===== src/rtl/acq_pkg.sv =====
package acq_pkg;

    typedef enum logic [2:0] {
        ST_IDLE   = 3'd0,
        ST_SETTLE = 3'd1,
        ST_SAMPLE = 3'd2,
        ST_START  = 3'd3,
        ST_WAIT   = 3'd4
    } acq_state_e;

    function automatic int max3(input int a, input int b, input int c);
        int m;
        m = a;
        if (b > m) m = b;
        if (c > m) m = c;
        return m;
    endfunction

endpackage


===== src/rtl/acq_ctrl.sv =====
module acq_ctrl
    import acq_pkg::*;
#(
    parameter int CHAN_W      = 3,
    parameter int SETTLE_W    = 8,
    parameter int SAMPLE_CYC  = 2,
    parameter int TIMEOUT_CYC = 1024
) (
    input  logic                clk,
    input  logic                rst_n,
    input  logic                req_valid,
    input  logic [CHAN_W-1:0]   req_chan,
    input  logic [SETTLE_W-1:0] settle_cycles,
    input  logic                eoc,
    output logic [CHAN_W-1:0]   mux_sel,
    output logic                sh_sample,
    output logic                soc,
    output logic                busy,
    output logic                err,
    output logic                capture
);

    localparam int SETTLE_MAX = (1 << SETTLE_W) - 1;
    localparam int CNT_MAX    = max3(SETTLE_MAX, SAMPLE_CYC, TIMEOUT_CYC);
    localparam int CNT_W      = $clog2(CNT_MAX + 1);
    localparam logic [CNT_W-1:0] SMP_LOAD = CNT_W'(SAMPLE_CYC - 1);
    localparam logic [CNT_W-1:0] TO_LOAD  = CNT_W'(TIMEOUT_CYC - 1);

    typedef struct packed {
        acq_state_e        st;
        logic [CNT_W-1:0]  cnt;
        logic [CHAN_W-1:0] chan;
        logic              err;
    } ctrl_s;

    ctrl_s ctrl_d, ctrl_q;
    logic  capture_d;

    always_comb begin
        ctrl_d    = ctrl_q;
        capture_d = 1'b0;
        unique case (ctrl_q.st)
            ST_IDLE: begin
                if (req_valid) begin
                    ctrl_d.chan = req_chan;
                    ctrl_d.err  = 1'b0;
                    if ((req_chan != ctrl_q.chan) && (settle_cycles != '0)) begin
                        ctrl_d.st  = ST_SETTLE;
                        ctrl_d.cnt = CNT_W'(settle_cycles) - CNT_W'(1);
                    end else begin
                        ctrl_d.st  = ST_SAMPLE;
                        ctrl_d.cnt = SMP_LOAD;
                    end
                end
            end
            ST_SETTLE: begin
                if (ctrl_q.cnt == '0) begin
                    ctrl_d.st  = ST_SAMPLE;
                    ctrl_d.cnt = SMP_LOAD;
                end else begin
                    ctrl_d.cnt = ctrl_q.cnt - CNT_W'(1);
                end
            end
            ST_SAMPLE: begin
                if (ctrl_q.cnt == '0) begin
                    ctrl_d.st = ST_START;
                end else begin
                    ctrl_d.cnt = ctrl_q.cnt - CNT_W'(1);
                end
            end
            ST_START: begin
                ctrl_d.st  = ST_WAIT;
                ctrl_d.cnt = TO_LOAD;
            end
            ST_WAIT: begin
                if (eoc) begin
                    capture_d = 1'b1;
                    ctrl_d.st = ST_IDLE;
                end else if (ctrl_q.cnt == '0) begin
                    ctrl_d.st  = ST_IDLE;
                    ctrl_d.err = 1'b1;
                end else begin
                    ctrl_d.cnt = ctrl_q.cnt - CNT_W'(1);
                end
            end
            default: ctrl_d.st = ST_IDLE;
        endcase
    end

    always_ff @(posedge clk) begin
        if (!rst_n) begin
            ctrl_q.st   <= ST_IDLE;
            ctrl_q.cnt  <= '0;
            ctrl_q.chan <= '0;
            ctrl_q.err  <= 1'b0;
        end else begin
            ctrl_q <= ctrl_d;
        end
    end

    assign mux_sel   = ctrl_q.chan;
    assign sh_sample = (ctrl_q.st == ST_SAMPLE);
    assign soc       = (ctrl_q.st == ST_START);
    assign busy      = (ctrl_q.st != ST_IDLE);
    assign err       = ctrl_q.err;
    assign capture   = capture_d;

endmodule


===== src/rtl/acq_result.sv =====
module acq_result #(
    parameter int CHAN_W = 3,
    parameter int DATA_W = 12
) (
    input  logic              clk,
    input  logic              rst_n,
    input  logic              capture,
    input  logic [DATA_W-1:0] adc_data,
    input  logic [CHAN_W-1:0] chan_in,
    input  logic              rd_en,
    output logic [DATA_W-1:0] res_data,
    output logic [CHAN_W-1:0] res_chan,
    output logic              dvalid
);

    typedef struct packed {
        logic [DATA_W-1:0] data;
        logic [CHAN_W-1:0] chan;
        logic              vld;
    } res_s;

    res_s res_d, res_q;

    always_comb begin
        res_d = res_q;
        if (capture) begin
            res_d.data = adc_data;
            res_d.chan = chan_in;
            res_d.vld  = 1'b1;
        end else if (rd_en) begin
            res_d.vld = 1'b0;
        end
    end

    always_ff @(posedge clk) begin
        if (!rst_n) begin
            res_q.data <= '0;
            res_q.chan <= '0;
            res_q.vld  <= 1'b0;
        end else begin
            res_q <= res_d;
        end
    end

    assign res_data = res_q.data;
    assign res_chan = res_q.chan;
    assign dvalid   = res_q.vld;

endmodule


===== src/rtl/acq_out_gate.sv =====
module acq_out_gate #(
    parameter int WIDTH = 8
) (
    input  logic             oe,
    input  logic [WIDTH-1:0] din,
    output logic [WIDTH-1:0] dout
);

    for (genvar i = 0; i < WIDTH; i++) begin : g_bit
        assign dout[i] = oe & din[i];
    end

endmodule


===== src/rtl/acq_sequencer.sv =====
module acq_sequencer #(
    parameter int CHAN_W      = 3,
    parameter int DATA_W      = 12,
    parameter int SETTLE_W    = 8,
    parameter int SAMPLE_CYC  = 2,
    parameter int TIMEOUT_CYC = 1024
) (
    input  logic                clk,
    input  logic                rst_n,
    input  logic                req_valid,
    input  logic [CHAN_W-1:0]   req_chan,
    input  logic [SETTLE_W-1:0] settle_cycles,
    output logic                busy,
    output logic                err,
    output logic [CHAN_W-1:0]   mux_sel,
    output logic                sh_sample,
    output logic                soc,
    input  logic                eoc,
    input  logic [DATA_W-1:0]   adc_data,
    input  logic                rd_en,
    output logic [DATA_W-1:0]   rd_data,
    output logic [CHAN_W-1:0]   rd_chan,
    output logic                dvalid
);

    logic              capture;
    logic [DATA_W-1:0] res_data;
    logic [CHAN_W-1:0] res_chan;

    acq_ctrl #(
        .CHAN_W      (CHAN_W),
        .SETTLE_W    (SETTLE_W),
        .SAMPLE_CYC  (SAMPLE_CYC),
        .TIMEOUT_CYC (TIMEOUT_CYC)
    ) i_ctrl (
        .clk           (clk),
        .rst_n         (rst_n),
        .req_valid     (req_valid),
        .req_chan      (req_chan),
        .settle_cycles (settle_cycles),
        .eoc           (eoc),
        .mux_sel       (mux_sel),
        .sh_sample     (sh_sample),
        .soc           (soc),
        .busy          (busy),
        .err           (err),
        .capture       (capture)
    );

    acq_result #(
        .CHAN_W (CHAN_W),
        .DATA_W (DATA_W)
    ) i_result (
        .clk      (clk),
        .rst_n    (rst_n),
        .capture  (capture),
        .adc_data (adc_data),
        .chan_in  (mux_sel),
        .rd_en    (rd_en),
        .res_data (res_data),
        .res_chan (res_chan),
        .dvalid   (dvalid)
    );

    acq_out_gate #(.WIDTH(DATA_W)) i_gate_data (
        .oe   (rd_en),
        .din  (res_data),
        .dout (rd_data)
    );

    acq_out_gate #(.WIDTH(CHAN_W)) i_gate_chan (
        .oe   (rd_en),
        .din  (res_chan),
        .dout (rd_chan)
    );

endmodule


===== config.mk =====
export PLATFORM = sky130hd
export DESIGN_NAME = acq_sequencer
export DESIGN_NICKNAME = d
export VERILOG_FILES = /design/src/rtl/acq_pkg.sv /design/src/rtl/acq_ctrl.sv /design/src/rtl/acq_result.sv /design/src/rtl/acq_out_gate.sv /design/src/rtl/acq_sequencer.sv
export SDC_FILE = /design/constraint.sdc
export NUM_CORES = 1
export LEC_CHECK = 0
export BUFFER_PORTS_ARGS = -buffer_cell sky130_fd_sc_hd__buf_2
export CAP_MARGIN = 20
export CORE_AREA = 4 4 64 66
export CTS_CLUSTER_DIAMETER = 30
export DETAILED_ROUTE_END_ITERATION = 16
export DIE_AREA = 0 0 68 70
export HOLD_SLACK_MARGIN = 0.06
export PLACE_DENSITY = 0.78
export SETUP_SLACK_MARGIN = 0.2
export SYNTH_ARGS = -nofsm -noshare
export SYNTH_HDL_FRONTEND = slang
export SYNTH_SLANG_ARGS = --single-unit
export TNS_END_PERCENT = 50

===== constraint.sdc =====
create_clock -name clk -period 5.97 [get_ports clk]
set_input_delay 0.8955 -clock clk [delete_from_list [all_inputs] [get_ports clk]]
set_output_delay 0.8955 -clock clk [all_outputs]
set_load 0.03 [all_outputs]

## Word-level counts from Yosys, hierarchy flattened

Index checks and enable logic that the tools add are counted.

| cells by class | value |
|---|---|
| muxes and demuxes | 18 |
| equality and inequality tests | 11 |
| add/subtract/negate cells | 2 |
| bitwise logic cells | 15 |
| reduce and logical (&&, ||, !) cells | 12 |

Operator list:

| kind | count |
|---|---|
| 11-bit one-hot mux with 5 select lines | 1 |
| 11-bit two-way mux | 3 |
| 18-bit two-way mux | 1 |
| 1-bit bitwise AND | 15 |
| 3-bit one-hot mux with 5 select lines | 1 |
| 13-bit two-way mux | 1 |
| 3-bit two-way mux | 4 |
| 11-bit zero test | 1 |
| 11-bit by 1-bit subtractor with 11-bit output (second input constant) | 1 |
| 8-bit by 1-bit subtractor with 9-bit output (second input constant) | 1 |
| 4-bit AND reduction | 2 |
| 8-bit nonzero test | 1 |
| 3-bit by 2-bit == test with 1-bit output (second input constant) | 2 |
| 1-bit two-way mux | 6 |
| 2-bit by 1-bit != test with 1-bit output (second input constant) | 3 |
| 5-bit nonzero test | 1 |
| 2-bit != test (second input constant) | 2 |
| 2-bit nonzero test | 2 |
| 3-bit by 1-bit == test with 1-bit output (second input constant) | 1 |
| 3-bit == test (second input constant) | 1 |
| 3-bit zero test | 1 |
| 3-bit by 2-bit != test with 1-bit output (second input constant) | 1 |
| 3-bit != test | 1 |
| 3-bit AND reduction | 1 |
| other kinds (4) | 4 |

| word-level totals | value |
|---|---|
| register bits | 34 |
| input bits | 28 |

## Longest topological paths before layout

Gate-level depths: netlist of run 1.

| depth | value |
|---|---|
| depth in word-level cells | 5 |
| mapped depth | 9 |
| depth with buffers taken out | 7 |

## Cells and area by module

Synthesis of run 1 repeated with hierarchy kept, for this count alone.

| unflattened totals | value |
|---|---|
| cell total of the unflattened synthesis | 258 |
| area total of the unflattened synthesis | 2,234.6 µm² |

By module, submodules not included:

| module | times used | area each (µm²) | cells each |
|---|---|---|---|
| acq_ctrl | 1 | 1,506.4 | 191 |
| acq_result | 1 | 613.1 | 51 |
| acq_out_gate at i_gate_data | 1 | 96.3 | 13 |
| acq_out_gate at i_gate_chan | 1 | 18.8 | 3 |

## Worst setup path after synthesis of run 1

No wires, ideal clock.

| timing path | value |
|---|---|
| path type | input -> register |
| start point | input settle_cycles[3] |
| end point | register i_ctrl.ctrl_q[8] in the netlist's numbering |
| data required time | 5.850 ns |
| library setup time | 0.120 ns |
| stages on the path | 5 |
| slack | 3.463 ns |
| arrival time | 2.387 ns |
| buffers on the path | 0 |
| cell sequence | or4_1 -> or3_1 -> nand3_1 -> o21ai_0 -> o31a_1 |

| between the ends | value |
|---|---|
| word-level cells in the longest chain between the ends | 5 |

Ends and longest elaborated chain:

| what | RTL line | RTL |
|---|---|---|
| from (decl) | acq_sequencer.sv:12 | `input logic [SETTLE_W-1:0] settle_cycles,` |
| parallel branches: the longest is 2 deep, another holds 8-bit by 1-bit subtractor with 9-bit output | - |  |
| 13-bit two-way mux (*) | acq_ctrl.sv:47 | `if ((req_chan != ctrl_q.chan) && (settle_cycles != '0)) begin` |
| 18-bit two-way mux (*) | acq_ctrl.sv:44 | `if (req_valid) begin` |
| 11-bit one-hot mux with 5 select lines (*) | acq_ctrl.sv:42 | `unique case (ctrl_q.st)` |
| to (signal assigned) | acq_ctrl.sv:97 | `ctrl_q <= ctrl_d;` |
| to (decl) | acq_ctrl.sv:36 | `ctrl_s ctrl_d, ctrl_q;` |

Every way passes the cells marked *. The select of a mux whose other input is x is not followed.
A chain may end at the register's enable or synchronous reset.

## Worst setup path after layout of run 1

| timing path | value |
|---|---|
| start point | register i_ctrl.ctrl_q[15] in the netlist's numbering |
| end point | output soc |

| between the ends | value |
|---|---|
| word-level cells in the longest chain between the ends | 1 |

Ends and longest elaborated chain:

| what | RTL line | RTL |
|---|---|---|
| 3-bit by 2-bit == test with 1-bit output | acq_ctrl.sv:103 | `assign soc = (ctrl_q.st == ST_START);` |
| to (decl) | acq_sequencer.sv:17 | `output logic soc,` |

No other way between the ends.

==> results.yml, run 1 <==
setup_path:
  critPathMaxFanout: 12
  end_kind: "output port"
  critPathKind: "reg2out"
  cp.arrival_ps: 1850
  required_ps: 5070
  cp-start-kind: "register"
place:
  place_ws_ps: 3170
  gp_congestion: 0.908
  hpwl_mm: 3.27
  dp.cells: 324
  placed_area_um2: 2140
  port_buffers: 50
logic_synthesis:
  synth_commonest_cells: "nand2_1 (36), dfxtp_1 (34), a21oi_1 (29)"
  yosysMostFrequentCell: "nand2_1"
  synth_area_per_cell_um2: 7.88
  synth.area.top_cells: "dfxtp_1 (36%), a21oi_1 (7.6%), nand2_1 (7.1%)"
  yosysWarningCount: 0
  synth_top_flop_cell: "dfxtp_1"
  async_reset_ff_share_pct: 0
  ys_types: 47
  synth-edff-count: 0
  ys_ff_latch: 34
  yosysSeqAreaShare_pct: 35.7
  syn-num-nets: 272
  synth_top_area_cell: "dfxtp_1"
  yosysTopAreaCellShare_pct: 35.7
  synth_cells: 242
  syn-cell-area_um2: 1910
routing:
  wire_per_inst_um: 13.2
  num_vias: 1810
  dr.first_iter.drc_count: 163
  firstDrtPassIters: 5
  drt_wl_total_mm: 4.39
  drcViolationCount: 0
  vias_per_cell: 5.45
  ant_nets: 0
sta:
  whs_ps: 456
  clock_skew_ps: 3.25
  fmax_mhz: 364
  worst_slack_ps: 3220
  rsz0062_at_grt: "false"
  finalHoldViolCount: 0
  min_period_ps: 2750
  fin_tns_setup_ps: 0
  relSlewSlack_pct: 33.2
  setup_viol: 0
  maxSlewViolCount: 0
  worst_pin_slew_ps: 1000
  fin_crit_sh_pct: 46.1
clock_tree:
  postCtsResizedCells: 0
  cts-htree-levels: 2
  cts_made_buffers: 5
  hold_buffers: 0
  clk_pin_slew_ps: 100
  root_buffer: "clkbuf_4"
  postCtsSetupBuffers: 0
  cts.sinks: 34
  cts_tree: "yes"
  clk_latency_ps: 320
  clockBufferDepth: 2
hold_path:
  hold_path.class: "reg2reg"
power:
  total_power_mw: 0.914
  p_per_area_nw_per_um2: 416
  p_leak_nw: 0.906
  ir_worst_vdd_v: 0.000191
finish:
  insertedDiodeCount: 0
  final_area_um2: 2200
  area_growth_pct: 15.4
  layout.cells.non_filler: 332
  drive_gt1_share_pct: 23.6
  final_nets: 313
  final_core_util_pct: 61.5
floorplanning:
  core_um2: 3580
  rows: 22
  fp.dieH_um: 70
  dieArea_um2: 4760
  initial_utilization_pct: 53.3
  num_io_pins: 51
  die_w_um: 68
job:
  drv_cap: 0
outcome:
  status: "finished, final reports clean"
grt:
  grt_pass1_vias: 1607
  gr-usage-all-layers_pct: 19.3
  grt_first_pass_wirelength_mm: 7.22
  grt_max_degree: 30
  antenna_found_initial: 0
  overflow: 0
==> per-layer routing <==
layer	GRT usage, %	share of wire (%)	vias to the layer above
li1	-	-	924
met1	25.5	46	823
met5	0	0	-
met3	3.70	5.5	2
met2	30.4	48	61
met4	7.28	0.80	0
==> registers in the layout, indices dropped and copies added, names as in the netlist <==
register / flops
i_result.dvalid: 1
i_ctrl.ctrl_q: 14
i_result.res_chan: 3
i_ctrl.err: 1
i_result.res_data: 12
i_ctrl.mux_sel: 3
==> placed cells by master, fill, tap and decap left out, types with 5 or more instances in the layout <==
master	Yosys	final
buf_2	2	50
nand2_1	36	36
dfxtp_1	34	34
a21oi_1	29	29
nor2_1	17	17
and2_1	15	15
xnor2_1	9	9
nor3_1	8	8
inv_1	7	7
a31oi_1	7	7
o21ai_1	6	6
nand3b_1	5	5
o21a_1	5	5
clkbuf_4	0	5
==> where the power goes <==
group | switching, mW | internal, mW
clock | 0.0759 | 0.0566
sequential | 0.0539 | 0.266
combinational | 0.280 | 0.182
total | 0.409 | 0.505
==> worst max-delay path: stages (launching register included) <==
cell     delay [ps]
dfxtp_1         550
nor2b_1         250
nand2_1         240
inv_1           250
buf_2           240
==> kinds of logic after synthesis <==
group	count (synthesis)	share of synthesized area (%)
xor+xnor	10	4.59
fa+ha+maj	2	1.31
buf+inv	23	5.64
simple gates	105	28.5
compound gates	65	22.7
mux	3	1.57
flops	34	35.7
==> layout make-up <==
cell class / count / area [um2]
Clock buffer: 6 / 51.3
Clock inverter: 2 / 12.5
Fill cell: 350 / 1380
Inverter: 7 / 26.3
Multi-Input combinational cell: 185 / 1120
Sequential cell: 34 / 681
Tap cell: 48 / 60.1
Timing Repair Buffer: 50 / 250
==> final timing paths <==
| path | from | end | slack [ps] | cells after the start |
|---|---|---|---|---|
| hold reg to reg | i_result.res_chan[1] | i_result.res_chan[1] | 460 | 2 |
| hold / removal | i_result.res_chan[1] | i_result.res_chan[1] | 460 | 2 |
| setup / recovery | i_ctrl.ctrl_q[15] | soc | 3220 | 4 |
| setup reg to reg | i_ctrl.ctrl_q[4] | i_ctrl.ctrl_q[11] | 3320 | 7 |
Power figures use the tool's default switching activity.
==> inputs of run 2 (changes only) <==
ABC_AREA = 1   (was unset)
CORE_AREA = 4 4 73 75   (was 4 4 64 66)
DIE_AREA = 0 0 77 79   (was 0 0 68 70)
PLACE_DENSITY = 0.71   (was 0.78)
clock period = 2.47 ns   (was 5.97 ns; I/O delays follow)
==> run 2 against run 1 <==
  * First-iteration DRC count decreased by 37%
  * Design area increased by 20%
  * Register-to-register slack got worse by 2700 ps
  * Clock power increased to 4.7 times the previous value
  * Non-clock buffer count increased by 2
  * Sequential power increased by 130%
  * Synthesized cell count increased by 48%
  * Setup slack got worse by 2600 ps
  * Via count increased by 27%
  * Sequential share of layout area decreased by 5.1 points
  * Sequential cell count unchanged
  * Clock skew about the same
  * Critical endpoint is now i_ctrl.ctrl_q[12]
  * Largest cell class unchanged
  * Largest power group unchanged
==> results.yml, run 2 <==
outcome:
  status: "finished, final reports clean"
grt:
  overflow: 0
  grt_first_pass_wirelength_mm: 9.16
  antenna_found_initial: 0
  gr-usage-all-layers_pct: 18.3
  grt_pass1_vias: 2075
  grt_max_degree: 18
power:
  p_per_area_nw_per_um2: 1070
  ir_worst_vdd_v: 0.000539
  p_leak_nw: 1.38
clock_tree:
  cts-htree-levels: 2
  cts_made_buffers: 5
  clk_latency_ps: 290
  cts_tree: "yes"
  hold_buffers: 0
  clk_pin_slew_ps: 80
  clockBufferDepth: 2
  cts.sinks: 34
  postCtsResizedCells: 0
  root_buffer: "clkbuf_8"
  postCtsSetupBuffers: 0
routing:
  firstDrtPassIters: 5
  num_vias: 2302
  drcViolationCount: 0
  dr.first_iter.drc_count: 103
  ant_nets: 0
  wire_per_inst_um: 11.8
  vias_per_cell: 5.02
  drt_wl_total_mm: 5.40
logic_synthesis:
  yosysMostFrequentCell: "nand2_1"
  synth_commonest_cells: "nand2_1 (104), inv_1 (57), a21oi_1 (36)"
  synth-edff-count: 0
  ys_ff_latch: 34
  yosysTopAreaCellShare_pct: 30.6
  syn-num-nets: 387
  synth.area.top_cells: "dfxtp_1 (31%), nand2_1 (18%), inv_1 (9.6%)"
  synth_cells: 357
  yosysWarningCount: 0
  synth_top_area_cell: "dfxtp_1"
  async_reset_ff_share_pct: 0
  ys_types: 28
  synth_area_per_cell_um2: 6.22
  synth_top_flop_cell: "dfxtp_1"
  yosysSeqAreaShare_pct: 30.6
  syn-cell-area_um2: 2220
sta:
  whs_ps: 337
  relSlewSlack_pct: 57.1
  fmax_mhz: 546
  min_period_ps: 1830
  worst_pin_slew_ps: 642
  fin_tns_setup_ps: 0
  fin_crit_sh_pct: 74.2
  clock_skew_ps: 3.45
  setup_viol: 0
  maxSlewViolCount: 0
  finalHoldViolCount: 0
  rsz0062_at_grt: "false"
floorplanning:
  num_io_pins: 51
  rows: 25
  fp.dieH_um: 79
  initial_utilization_pct: 47.7
  die_w_um: 77
  core_um2: 4660
  dieArea_um2: 6080
place:
  dp.cells: 451
  gp_congestion: 0.904
  hpwl_mm: 4.07
  port_buffers: 50
setup_path:
  reg2reg_setup_slack_ps: 640
  crit_family: "simple AND/OR/NAND/NOR gates"
  cp-start-kind: "register"
  cp_slowest_stage_delay_ps: 330
  crit_slowest_cell: "dfxtp_1"
  reg2reg_depth: 11
  required_ps: 2630
  cp.depth: 11
  rr_endpoint: "i_ctrl.ctrl_q[12]"
  path_cells: "inv_1 -> ha_1 -> nand2_1 -> nor2_2 -> nand3_2 -> nand2_1 -> nand2_2 -> nand2_1 -> nor2_1 -> nor2_1 -> nor2_1"
  critPathKind: "reg2reg"
  critPathMaxFanout: 9
  cp.arrival_ps: 1990
  end_kind: "register"
  reg2reg_from: "i_ctrl.ctrl_q[4]"
  critical_path_buf_inv_count: 1
finish:
  layout_common_cells: "nand2_1 (104), inv_1 (57), buf_2 (50), a21oi_1 (36), dfxtp_1 (34)"
  largest_reg_flops: 14
  seq_area_um2: 681
  final_nets: 434
  layout_commonest_cell: "nand2_1"
  multi_input_area_um2: 1250
  area_growth_pct: 18.4
  layout.cells.non_filler: 459
  drive_gt1_share_pct: 22.2
  insertedDiodeCount: 0
  fillers: 468
  regMostFlops: "i_ctrl.ctrl_q"
hold_path:
  hold_start: "rst_n"
  holdPathEnd: "i_ctrl.mux_sel[1]"
  min_path_cells: 3
  hold_path.class: "in2reg"
job:
  drv_cap: 0
run 2: cell count changes after synthesis, moves of 6 or more:
cell | previous run | this run
nand3_1 | 3 | 31
a21oi_1 | 29 | 36
nand2_1 | 36 | 104
nor2_1 | 17 | 25
and2_1 | 15 | 0
nor3_1 | 8 | 1
xnor2_1 | 9 | 2
o21ai_0 | 2 | 12
a31oi_1 | 7 | 0
nor2_4 | 0 | 6
inv_1 | 7 | 57
run 2: final cells by class:
type                            count  area share, %
Clock inverter                      3           2.62
Clock buffer                        5           2.62
Tap cell                           54           2.57
Sequential cell                    34           25.9
Inverter                           61           8.70
Timing Repair Buffer               52           10.1
Multi-Input combinational cell    250           47.6
run 2: tightest hold or removal path, cell delays in order:
cell and delay, ps:
buf_2 110, o21ai_0 60, a21oi_1 40
run 2: power breakdown:
group          switching (mW)  internal [mW]  leakage [nW]  total [mW]
clock network           0.220          0.405        0.0683       0.625
logic                   0.996          0.466          1.03        1.46
registers              0.0942          0.633         0.276       0.728
total                    1.31           1.50          1.38        2.81
run 2: through the flow:
stage | setup WS (ps) | instance area [um2] | utilization [%] | total power, mW
after global routing | 390 | 2630 | 56.5 | 3.08
after global placement | 723 | 2490 | 53.5 | 2.19
final | 637 | 2630 | 56.5 | 2.81
after CTS | 629 | 2630 | 56.5 | 2.82
after floorplan | 913 | 2220 | - | 1.89
after detailed placement | 667 | 2490 | 53.5 | 2.19
run 2: cells by family (layout without fill, tap and decap cells):
family                   Yosys count  after routing  synth area share (%)
XOR/XNOR                           5              5                  1.97
AO/OA/AOI/OAI                     57             57                  13.9
flip-flops                        34             34                  30.6
adder cells (fa/ha/maj)            2              2                  1.13
buffers and inverters             73            121                  13.1
AND/OR/NAND/NOR                  186            186                  39.4
run 2: worst max path at each step:
stage / start / endpoint
6_report: i_ctrl.ctrl_q[4] / i_ctrl.ctrl_q[12]
5_1_grt: i_ctrl.ctrl_q[4] / i_ctrl.ctrl_q[12]
4_1_cts: i_ctrl.ctrl_q[4] / i_ctrl.ctrl_q[12]
3_5_place_dp: i_ctrl.ctrl_q[4] / i_ctrl.ctrl_q[12]
3_3_place_gp: i_ctrl.ctrl_q[4] / i_ctrl.ctrl_q[12]
2_1_floorplan: i_ctrl.ctrl_q[4] / i_ctrl.ctrl_q[12]
run 2: metal layers:
metal	vias up	part of all wire (%)	track usage, %	wire length, um
met3	7	7.0	3.63	378
met2	72	45	29.9	2460
met5	-	0	0	0
met4	0	0.94	5.16	51
li1	1204	-	-	-
met1	1019	47	24.8	2510
==> inputs of run 3 (changes only) <==
ABC_AREA = 0   (was 1)
CORE_AREA = 4 4 66 68   (was 4 4 73 75)
DIE_AREA = 0 0 70 72   (was 0 0 77 79)
PLACE_DENSITY = 0.74   (was 0.71)
clock period = 1.7 ns   (was 2.47 ns; I/O delays follow)
==> run 3 against run 2 <==
  * The flow now finishes with violations (negative setup slack)
  * Final cell count decreased by 17%
  * Maximum frequency fell by 12%
  * Critical path depth fell by 1
  * Sequential share of layout area is 0.59 points lower
  * Critical path type unchanged
  * Largest power group unchanged
==> results.yml, run 3 (same netlist as run 1, synthesis figures left out) <==
outcome:
  status: "finished, violations left"
  violations: "negative setup slack"
finish:
  drive_gt1_share_pct: 38.5
  multi_input_area_um2: 1180
  regMostFlops: "i_ctrl.ctrl_q"
  layout_commonest_cell: "buf_2"
  largest_reg_flops: 14
  final_nets: 360
  fillers: 319
  layout_common_cells: "buf_2 (47), buf_4 (41), nand2_1 (36), dfxtp_1 (31), a21oi_1 (29)"
  layout.cells.non_filler: 380
  insertedDiodeCount: 0
  seq_area_um2: 684
  final_core_util_pct: 70.2
  area_growth_pct: 42.0
power:
  total_power_mw: 4.65
  ir_worst_vdd_v: 0.000794
  p_leak_nw: 1.18
  p_per_area_nw_per_um2: 1720
clock_tree:
  cts_tree: "yes"
  cts.sinks: 34
  clk_pin_slew_ps: 70
  cts_made_buffers: 5
  hold_buffers: 0
  clockBufferDepth: 2
  cts-htree-levels: 2
  root_buffer: "clkbuf_8"
  clk_latency_ps: 270
grt:
  gr-usage-all-layers_pct: 21.4
  grt_first_pass_wirelength_mm: 8.81
  use_met1_pct: 28.6
  antenna_found_initial: 0
  use_met3_pct: 3.46
  grt_pass1_vias: 1898
  grt-busiest-layer: "met2"
  grt_max_degree: 30
  grt.met2_usage_pct: 36.8
  overflow: 0
routing:
  dr.first_iter.drc_count: 125
  wire_per_inst_um: 13.8
  drcViolationCount: 0
  vias_per_cell: 5.33
  firstDrtPassIters: 4
  num_vias: 2027
  ant_nets: 0
  drt_wl_total_mm: 5.25
setup_path:
  required_ps: 1850
  crit_slowest_cell: "or4b_4"
  path_cells: "inv_2 -> ha_4 -> or4b_4 -> buf_4 -> buf_6 -> nor4_4 -> buf_6 -> nor2_4 -> a32oi_1 -> a21oi_1"
  critPathMaxFanout: 7
  cp.arrival_ps: 2220
  critPathKind: "reg2reg"
  crit_family: "simple AND/OR/NAND/NOR gates"
  cp_slowest_stage_delay_ps: 470
  end_kind: "register"
  critical_path_buf_inv_count: 4
  cp-start-kind: "register"
  cpMostUsedCell: "buf_6"
floorplanning:
  core_um2: 3860
  dieArea_um2: 5040
  initial_utilization_pct: 49.4
  rows: 23
  die_w_um: 70
  fp.dieH_um: 72
  num_io_pins: 51
sta:
  clock_skew_ps: 2.92
  fin_tns_setup_ps: -4640
  whs_ps: 216
  rsz0062_at_grt: "true"
  worst_pin_slew_ps: 402
  maxSlewViolCount: 0
  relSlewSlack_pct: 72.9
  setup_viol: 15
  min_period_ps: 2070
  finalHoldViolCount: 0
  fmax_mhz: 483
  worst_slack_ps: -371
  fin_crit_sh_pct: 122
hold_path:
  hold_path.class: "in2reg"
place:
  dp.cells: 370
  hpwl_mm: 3.84
  gp_congestion: 0.890
  port_buffers: 50
job:
  drv_cap: 0
[run 3: cell count changes in the layout (fill, tap and decap cells not counted), moves of 8 or more]
| cell | change |
|---|---|
| nand2_1 | -68 |
| inv_1 | -53 |
| buf_4 | +39 |
| nand3_1 | -28 |
| and2_1 | +15 |
| o21ai_0 | -10 |
| buf_6 | +8 |
| nor2_1 | -8 |
[run 3: per-stage QoR]
stage / worst slack, ps / cell area (um2)
after CTS: -367 / 2700
after floorplan: -416 / 1950
final: -371 / 2710
after detailed placement: -404 / 2500
after global routing: -462 / 2710
after global placement: -333 / 2500
[run 3: layout make-up]
cell class,instances,share of cell area (%)
Clock inverter,1,1.11
Clock buffer,6,3.05
Multi-Input combinational cell,185,43.6
Sequential cell,34,25.3
Timing Repair Buffer,97,23.7
Tap cell,50,2.31
Inverter,7,0.970
[run 3: path summary, 6_finish.rpt]
path / start / end / slack, ps / cells past startpoint
min reg2reg: i_result.res_data[5] / i_result.res_data[5] / 450 / 2
min: adc_data[5] / i_result.res_data[5] / 220 / 3
max: i_ctrl.ctrl_q[4] / i_ctrl.ctrl_q[11] / -370 / 10
max reg2reg: i_ctrl.ctrl_q[4] / i_ctrl.ctrl_q[11] / -370 / 10
[run 3: worst register-to-register path, cell delays in order, from the launching register on]
cell     delay [ps]
dfxtp_2         330
inv_2            60
ha_4            120
or4b_4          470
buf_4           150
buf_6           110
nor4_4          130
buf_6           170
nor2_4           70
a32oi_1         240
a21oi_1         100
[run 3: report_power, final]
| part | leakage (nW) | internal (mW) | switching (mW) |
|---|---|---|---|
| Clock | 0.0573 | 0.469 | 0.273 |
| Combinational | 0.842 | 1.45 | 1.39 |
| Sequential | 0.277 | 0.944 | 0.124 |
[run 3: layer usage]
layer / share of wire (%) / wire, um / up-vias
li1: - / - / 1018
met1: 43 / 2270 / 928
met2: 49 / 2580 / 77
met3: 6.9 / 361 / 4
met4: 0.61 / 32 / 0
met5: 0 / 0 / -
[run 3: what timing repair did]
action,in CTS,in global routing
buffers inserted,3,0
gates resized for setup,17,3
pin swaps,6,2
setup endpoints to repair,20,21
